### src/rtl/rtal_pkg.sv
package rtal_pkg;
  function automatic int clog2_min1(input int v);
    return ($clog2(v) < 1) ? 1 : $clog2(v);
  endfunction
endpackage

### src/rtl/rtal_slot_bank.sv
module rtal_slot_bank #(
  parameter int NUM_IDS = 4,
  parameter int ID_W    = 2,
  parameter int SLOT_W  = 1,
  localparam int SLOT_WS = (SLOT_W < 1) ? 1 : SLOT_W
) (
  input  logic               clk,
  input  logic               rst_n,
  input  logic               adv,
  input  logic [ID_W-1:0]    sel_id,
  output logic [SLOT_WS-1:0] slot
);
  generate
    if (SLOT_W == 0) begin : g_noslot
      assign slot = '0;
    end else begin : g_slots
      logic [SLOT_W-1:0] cnt_q [NUM_IDS];
      logic [SLOT_W-1:0] cnt_d [NUM_IDS];
      for (genvar i = 0; i < NUM_IDS; i++) begin : g_id
        logic hit;
        assign hit = adv && (sel_id == ID_W'(i));
        always_comb begin
          cnt_d[i] = cnt_q[i];
          if (hit) cnt_d[i] = cnt_q[i] + 1'b1;
        end
        always_ff @(posedge clk or negedge rst_n) begin
          if (!rst_n)   cnt_q[i] <= '0;
          else if (hit) cnt_q[i] <= cnt_d[i];
        end
      end
      assign slot = cnt_q[sel_id];
    end
  endgenerate
endmodule

### src/rtl/rtal_busy_table.sv
module rtal_busy_table #(
  parameter int IDX_W = 3,
  localparam int ENTRIES = 1 << IDX_W
) (
  input  logic             clk,
  input  logic             rst_n,
  input  logic             set_en,
  input  logic [IDX_W-1:0] set_idx,
  input  logic             clr_en,
  input  logic [IDX_W-1:0] clr_idx,
  input  logic [IDX_W-1:0] q_idx,
  output logic             q_busy
);
  logic [ENTRIES-1:0] busy_q, busy_d;

  // clear first, then set: a same-cycle hit ends up busy
  always_comb begin
    busy_d = busy_q;
    if (clr_en) busy_d[clr_idx] = 1'b0;
    if (set_en) busy_d[set_idx] = 1'b1;
  end

  always_ff @(posedge clk or negedge rst_n) begin
    if (!rst_n)                busy_q <= '0;
    else if (set_en || clr_en) busy_q <= busy_d;
  end

  // a retire arriving now already frees the queried entry
  assign q_busy = busy_q[q_idx] && !(clr_en && (clr_idx == q_idx));
endmodule

### src/rtl/rtal_top.sv
module rtal_top
  import rtal_pkg::*;
#(
  parameter int NUM_IDS    = 4,
  parameter int MAX_FLIGHT = 2,
  localparam int ID_W    = clog2_min1(NUM_IDS),
  localparam int SLOT_W  = $clog2(MAX_FLIGHT),
  localparam int SLOT_WS = (SLOT_W < 1) ? 1 : SLOT_W,
  localparam int IDX_W   = ID_W + SLOT_W,
  localparam int TAG_W   = IDX_W + 1
) (
  input  logic             clk,
  input  logic             rst_n,
  input  logic             ar_valid,
  output logic             ar_ready,
  input  logic [ID_W-1:0]  ar_id,
  output logic             req_valid,
  input  logic             req_ready,
  output logic [TAG_W-1:0] req_tag,
  input  logic             ret_valid,
  input  logic [TAG_W-1:0] ret_tag
);
  logic [SLOT_WS-1:0] slot;
  logic [IDX_W-1:0]   cand_idx;
  logic               cand_busy;
  logic               fire;
  logic               ret_ok;

  generate
    if (SLOT_W == 0) begin : g_idx_id
      assign cand_idx = ar_id;
    end else begin : g_idx_slot
      assign cand_idx = {ar_id, slot[SLOT_W-1:0]};
    end
  endgenerate

  assign req_tag   = {cand_idx, 1'b0};
  assign req_valid = ar_valid && !cand_busy;
  assign ar_ready  = req_ready && !cand_busy;
  assign fire      = ar_valid && ar_ready;
  assign ret_ok    = ret_valid && !ret_tag[0];

  rtal_slot_bank #(.NUM_IDS(NUM_IDS), .ID_W(ID_W), .SLOT_W(SLOT_W)) u_slots (
    .clk(clk), .rst_n(rst_n), .adv(fire), .sel_id(ar_id), .slot(slot)
  );

  rtal_busy_table #(.IDX_W(IDX_W)) u_busy (
    .clk(clk), .rst_n(rst_n),
    .set_en(fire), .set_idx(cand_idx),
    .clr_en(ret_ok), .clr_idx(ret_tag[TAG_W-1:1]),
    .q_idx(cand_idx), .q_busy(cand_busy)
  );
endmodule

### config.mk
export PLATFORM = sky130hd
export DESIGN_NAME = rtal_top
export DESIGN_NICKNAME = d
export VERILOG_FILES = /design/src/rtl/rtal_pkg.sv /design/src/rtl/rtal_slot_bank.sv /design/src/rtl/rtal_busy_table.sv /design/src/rtl/rtal_top.sv
export SDC_FILE = /design/constraint.sdc
export NUM_CORES = 1
export LEC_CHECK = 0
export ABC_AREA = 1
export BUFFER_PORTS_ARGS = -buffer_cell sky130_fd_sc_hd__buf_2
export CAP_MARGIN = 20
export CORE_ASPECT_RATIO = 0.8
export CORE_MARGIN = 1.5
export CORE_UTILIZATION = 35
export CTS_BUF_LIST = sky130_fd_sc_hd__clkbuf_8
export DETAILED_ROUTE_END_ITERATION = 12
export MAX_ROUTING_LAYER = met4
export SLEW_MARGIN = 10
export SYNTH_ARGS = -nofsm -noshare
export SYNTH_HDL_FRONTEND = slang
export SYNTH_HIERARCHICAL = 1
export SYNTH_SLANG_ARGS = --single-unit
### constraint.sdc
create_clock -name clk -period 2 [get_ports clk]
set_input_delay 0.4 -clock clk [delete_from_list [all_inputs] [get_ports clk]]
set_output_delay 0.4 -clock clk [all_outputs]
set_load 0.01 [all_outputs]
After elaboration in Yosys (flattened, before gate mapping)

Index checks and enable logic that the tools add are counted.

Input port bits: 11
Word-level logic and storage cells: 50
Output and inout bits: 6
Flip-flop bits (word level): 12

Multiplexer cells: 11
Magnitude comparators: 5
Equality and inequality tests: 4
Add/sub/neg operators: 4
Bitwise gates (word level): 4
Reductions and logical operators: 17

Operator list:

| operator                                                                      | count |
|---|---|
| 8-bit 2-to-1 mux                                                              | 2 |
| 1-bit logical AND                                                             | 12 |
| 8-bit AND                                                                     | 1 |
| 3-bit by 4-bit less-than comparator with 1-bit output (second input constant) | 2 |
| 8-bit inverter                                                                | 1 |
| 8-bit OR                                                                      | 1 |
| 1-bit demux with 3-bit select                                                 | 2 |
| 3-bit by 1-bit >= comparator with 1-bit output (second input constant)        | 2 |
| 1-bit 2-to-1 mux                                                              | 5 |
| 1-bit adder (second input constant)                                           | 4 |
| 2-bit == test (second input constant)                                         | 2 |
| 1-bit binary-select mux with 3-bit select                                     | 1 |
| 3-bit == test                                                                 | 1 |
| 3-bit >= comparator (second input constant)                                   | 1 |
| 1-bit logical NOT                                                             | 3 |
| 2-bit inverter with 3-bit output                                              | 1 |
| 1-bit binary-select mux with 2-bit select                                     | 1 |
| 2-bit by 1-bit == test with 1-bit output (second input constant)              | 1 |
| 2-bit logical NOT                                                             | 1 |
| 1-bit logical OR                                                              | 1 |

Depth between registers and ports, before layout

Depth after elaboration: 12
Depth in mapped cells: 21
Depth with buffers taken out: 20

Modules after synthesis

Netlist, hierarchy kept.

By module, submodules not included:

| module          | seq. area each (um^2) | instances | area an instance (um^2) | cells an instance |
|---|---|---|---|---|
| rtal_busy_table | 200.2                 | 1         | 523.0                   | 83 |
| rtal_slot_bank  | 100.1                 | 1         | 247.7                   | 37 |
| rtal_top        | 0.0                   | 1         | 68.8                    | 13 |

Least setup slack after synthesis

No wires, ideal clock.

Path kind: input to register
Start: input ar_id[0]
End: register u_busy.busy_q[5]
Library setup time: 125 ps
Data required time: 1875 ps
Cell stages on the path: 21
Arrival: 1959 ps
Buffers on the path: 1
Slack: -84 ps
Cell sequence: buf_6 > inv_1 > nand2_1 > nand2_1 > nand2_1 > nand2_1 > inv_2 > nand2_1 > nand2_1 > nor2_1 > nand2_1 > nand2_1 > nor2_1 > inv_1 > nand2_2 > nor2_2 > inv_1 > nand2_2 > nand3_2 > o21ai_0 > o21ai_1

Cells in the longest elaborated chain, start to end: 12
Elaborated cells on any way between the ends: 21
Those cells by class: 2 x order compare; 1 x eq/ne; 8 x mux; 2 x bitwise; 8 x reduce/logical

Ends and longest elaborated chain:

| item                                                                                              | RTL line                                     | text |
|---|---|---|
| start: declaration                                                                                | rtal_top.sv:16                               | `input logic [ID_W-1:0] ar_id,` |
| 2-bit inverter with 3-bit output (not written as such) *                                          | rtal_slot_bank.sv:31                         | `assign slot = cnt_q[sel_id];` |
| 1-bit binary-select mux with 2-bit select *                                                       | rtal_slot_bank.sv:31                         |  |
| 1-bit 2-to-1 mux (not written as such) * (2 in a row)                                             | rtal_slot_bank.sv:31                         |  |
| named net slot                                                                                    | rtal_top.sv:23                               | `logic [SLOT_WS-1:0] slot;` |
| parallel branches: the longest is 3 deep, another holds 1-bit binary-select mux with 3-bit select | --                                           |  |
| 1-bit logical AND *                                                                               | rtal_busy_table.sv:29                        | `assign q_busy = busy_q[q_idx] && !(clr_en && (clr_idx == q_idx));` |
| named net cand_busy                                                                               | rtal_top.sv:25                               | `logic cand_busy;` |
| 1-bit logical NOT *                                                                               | rtal_top.sv:39                               | `assign ar_ready = req_ready && !cand_busy;` |
| 1-bit logical AND *                                                                               | rtal_top.sv:39                               |  |
| 1-bit logical AND *                                                                               | rtal_top.sv:40                               | `assign fire = ar_valid && ar_ready;` |
| named net fire                                                                                    | rtal_top.sv:26                               | `logic fire;` |
| 8-bit 2-to-1 mux / 1-bit logical OR (equally long branches)                                       | rtal_busy_table.sv:20, rtal_busy_table.sv:25 |  |
| end signal: assignment                                                                            | rtal_busy_table.sv:25                        | `else if (set_en \|\| clr_en) busy_q <= busy_d;` |
| end: declaration                                                                                  | rtal_busy_table.sv:14                        | `logic [ENTRIES-1:0] busy_q, busy_d;` |

Mark *: on every way through the listed nets, which the timed path passes. The select of a mux whose other input is x is not followed.
A chain may end at the register's enable or synchronous reset.

Worst setup path after layout

Start: register u_slots/g_slots.cnt_q[2] in the netlist's numbering
End: output req_valid

Cells in the longest elaborated chain, start to end: 9
Elaborated cells on any way between the ends: 11
Those cells by class: 1 x eq/ne; 5 x mux; 5 x reduce/logical

Ends and longest elaborated chain:

| item                                                                                              | RTL line              | text |
|---|---|---|
| start: declaration                                                                                | rtal_slot_bank.sv:17  | `logic [SLOT_W-1:0] cnt_q [NUM_IDS];` |
| start signal: indexed assignment                                                                  | rtal_slot_bank.sv:28  | `else if (hit) cnt_q[i] <= cnt_d[i];` |
| 1-bit binary-select mux with 2-bit select *                                                       | rtal_slot_bank.sv:31  |  |
| 1-bit 2-to-1 mux (not written as such) * (2 in a row)                                             | rtal_slot_bank.sv:31  |  |
| parallel branches: the longest is 3 deep, another holds 1-bit binary-select mux with 3-bit select | --                    |  |
| 1-bit logical AND *                                                                               | rtal_busy_table.sv:29 |  |
| named net cand_busy                                                                               | rtal_top.sv:25        |  |
| 1-bit logical NOT *                                                                               | rtal_top.sv:38        | `assign req_valid = ar_valid && !cand_busy;` |
| 1-bit logical AND *                                                                               | rtal_top.sv:38        |  |
| end: declaration                                                                                  | rtal_top.sv:17        | `output logic req_valid,` |

Marks and branches as above.

==> parameters.txt <==
Parameter                              Value

Logic synthesis
  Area share of the largest cell type after synthesis    35.8%
  Post-Synthesis Cells    133
  Cell type contributing the most total cell area after synthesis    sky130_fd_sc_hd__dfrtp_1
  Average instance area after synthesis    6.31 um2
  Netlist Area Pre-Place    840 um2
  Net Count, Synth    144
  Leading post-synthesis cells by cell area    sky130_fd_sc_hd__dfrtp_1 (36%), sky130_fd_sc_hd__nand2_1 (20%), sky130_fd_sc_hd__inv_1 (9.8%)
  Part of the Yosys area used for sequential elements    35.8%
  Synth cell types    17
  Post-synthesis register bit count    12
  Number of warnings printed during yosys synthesis    6

Critical path
  Required time of the critical path    1.60 ns
  R2r startpoint    u_slots/g_slots.cnt_q[2]
  Startpoint Class    register
  Number of buffer and inverter instances along the worst setup path    4
  Crit path largest cell delay    0.38 ns
  Internal reg-to-reg setup slack    -0.06 ns
  Critical Path End Type    output pin
  Type of the worst setup path    reg -> out
  Crit path arrival time    1.66 ns
  Kind of cell with the highest combined delay on the critical path    simple AND/OR/NAND/NOR gates
  Crit Path Max Fanout    6
  Terminus of the critical flop-to-flop path    u_busy/busy_q[5]
  Number of cells on the worst reg-to-reg path    19
  CP dominant cell by count    sky130_fd_sc_hd__nand2_1
  CP cell instances    nand2_1 -> nand2_1 -> nand2_1 -> nand2_4 -> inv_6 -> nand2_2 -> nand3_2 -> nand2_1 -> nand2_1 -> nand2_1 -> nor2_2 -> inv_1 -> nand2_2 -> inv_2 -> buf_6
  Slowest cell on crit path    sky130_fd_sc_hd__dfrtp_1
  Number of stages on the worst setup path    15

Finish
  Final std cells w/o fill    187
  Most frequent standard cell in the layout excluding fill and tap cells    sky130_fd_sc_hd__nand2_1
  Fin util    54.3%
  Number of antenna repair diodes    0
  Synthesis-to-finish area growth    43.2%
  Most used cells in the layout excluding fill and tap cells    sky130_fd_sc_hd__nand2_1 (38), sky130_fd_sc_hd__inv_1 (19), sky130_fd_sc_hd__buf_4 (15)
  Number of nets at the end of the flow    175
  Proportion of layout cells with a drive suffix above 1    37.0%

Clock network
  H-tree depth    1
  Root Buffer    sky130_fd_sc_hd__clkbuf_8
  Clock Path Buffers    2
  Clk pin slew, worst setup/hold paths    0.05 ns
  TritonCTS clock tree    done
  Hold Buf Count CTS    0
  Cts bufs inserted    3
  Worst-Skew Late Latency    0.24 ns
  Count of clock tree sinks    12

Global route
  Via count of the first global-routing pass    791
  Wire length of the first global-routing pass    3.44 mm
  Overflow left after global routing    0
  Pin count of the biggest net entering global routing    13
  Number of antenna violations at the first check in global routing    0
  Overall global routing resource usage    17.9%

Placement
  Worst-case setup slack after placement    -0.139 ns
  Detail Placement HPWL    1.64 mm
  Cell count after placement    177
  Number of input and output port buffers inserted    15
  GP Congestion    0.861

Pwr
  Gate power share    45.8%
  Reg power frac    34.2%
  P_sw    411 uW
  Leakage power figure    0.000646 uW
  Maximum resistive drop on vdd    672 uV
  Total power divided by cell area    910 nW/um2
  Internal Power    683 uW
  Switching Fraction    37.6%
  Clk pwr share    20.0%

Detailed routing
  Detailed router's first-iteration violation count    32
  Detailed-routing iteration count for the pre-antenna-repair pass    4
  DRC violations left    0
  Final antenna-violating net count    0
  Routed wirelength normalized by instance count    12.3 um
  Vias    915
  Routed vias/inst    4.89
  Final wirelength    2.31 mm

Floorplanning
  Floorplan Core Area    2210 um2
  Die Outline Area    2700 um2
  Number of ports placed on the die boundary    17
  Total number of placement rows    15
  Initial core utilization    37.9%
  Width of the die    57.8 um
  Vertical die dimension    46.8 um

STA
  FMAX    486 MHz
  Hold violation count in the final report    0
  RSZ-0062 raised after global routing    true
  Max Slew Vio Count    0
  Min setup slack post-route    -0.0597 ns
  # setup viols final    5
  Tcrit/Tclk final    103%
  Final setup skew    0.00338 ns
  Final Critical Period    2.06 ns
  Setup Total Neg Slack    -0.187 ns

Outcome
  Violated checks    negative setup slack
  Run status    complete, but fails checks

Worst hold path
  Hold Path Class    in -> async

Run
  Reported max-cap violation count    0
==> flip-flops by register name, indices dropped and copies added (netlist names) <==
register / count
u_busy/busy_q: 8
u_slots/g_slots.cnt_q: 4
==> per-stage QoR <==
step	total power, uW	hold slack (ns)	area [um2]
global route	1170	0.0541	1200
floorplan	612	0.104	847
CTS	1000	0.0375	1060
finish	1090	0.0332	1200
global placement	713	0.292	982
detailed placement	719	0.295	982
==> what timing repair did <==
action	CTS	global route
setup endpoints to repair	2	14
cloned	0	1
gates resized for setup	1	33
setup buffers	5	1
pin swaps	6	13
hold endpoints to repair	0	0
==> final cells by class <==
class | instances | area, um2
flip-flops and latches | 12 | 300
inverters | 24 | 95.1
fillers | 208 | 1010
clock buffers | 3 | 41.3
multi-input cells | 91 | 498
repair buffers | 32 | 236
well taps | 25 | 31.3
==> synth_stat cells <==
cell	number
sky130_fd_sc_hd__buf_2	1
sky130_fd_sc_hd__buf_4	4
sky130_fd_sc_hd__buf_6	1
sky130_fd_sc_hd__conb_1	1
sky130_fd_sc_hd__dfrtp_1	12
sky130_fd_sc_hd__inv_1	22
sky130_fd_sc_hd__inv_2	2
sky130_fd_sc_hd__nand2_1	45
sky130_fd_sc_hd__nand2_2	2
sky130_fd_sc_hd__nand3_1	13
sky130_fd_sc_hd__nand3_2	1
sky130_fd_sc_hd__nand3b_1	1
sky130_fd_sc_hd__nand4_1	3
sky130_fd_sc_hd__nor2_1	8
sky130_fd_sc_hd__nor2_2	1
sky130_fd_sc_hd__o21ai_0	10
sky130_fd_sc_hd__o21ai_1	6
==> worst max-delay path by stage <==
stage,slack [ns],to,startpoint
after CTS,-0.11,req_valid,u_slots/g_slots.cnt_q[2]
after global placement,-0.1,u_busy/busy_q[5],ar_id[0]
after detailed placement,-0.14,u_busy/busy_q[7],ar_id[0]
after global routing,-0.22,req_valid,u_slots/g_slots.cnt_q[0]
final,-0.06,req_valid,u_slots/g_slots.cnt_q[2]
after floorplan,0.01,u_busy/busy_q[5],ar_id[0]
==> layer usage <==
metal / vias up / GRT usage [%] / part of all wire, %
met3: 2 / 5.79 / 2.9
met4: 0 / 5.12 / 0.61
met2: 12 / 27.3 / 51
met5: - / - / 0
li1: 468 / - / -
met1: 433 / 23.1 / 46
==> power by group through the flow <==
stage	combinational [uW]	sequential [uW]	clock [uW]
2_1_floorplan	250	362	0
4_1_cts	407	369	224
3_3_place_gp	334	378	0
5_1_grt	555	381	235
3_5_place_dp	338	381	0
6_report	501	374	219
==> kinds of logic after synthesis <==
group / synth area share, %
DFF: 35.8
and+or+nand+nor: 38.0
buffers and inverters: 16.2
AOI/OAI and AO/OA: 9.54
other: 0.447
Note: power is estimated with default switching activity, not from simulation.
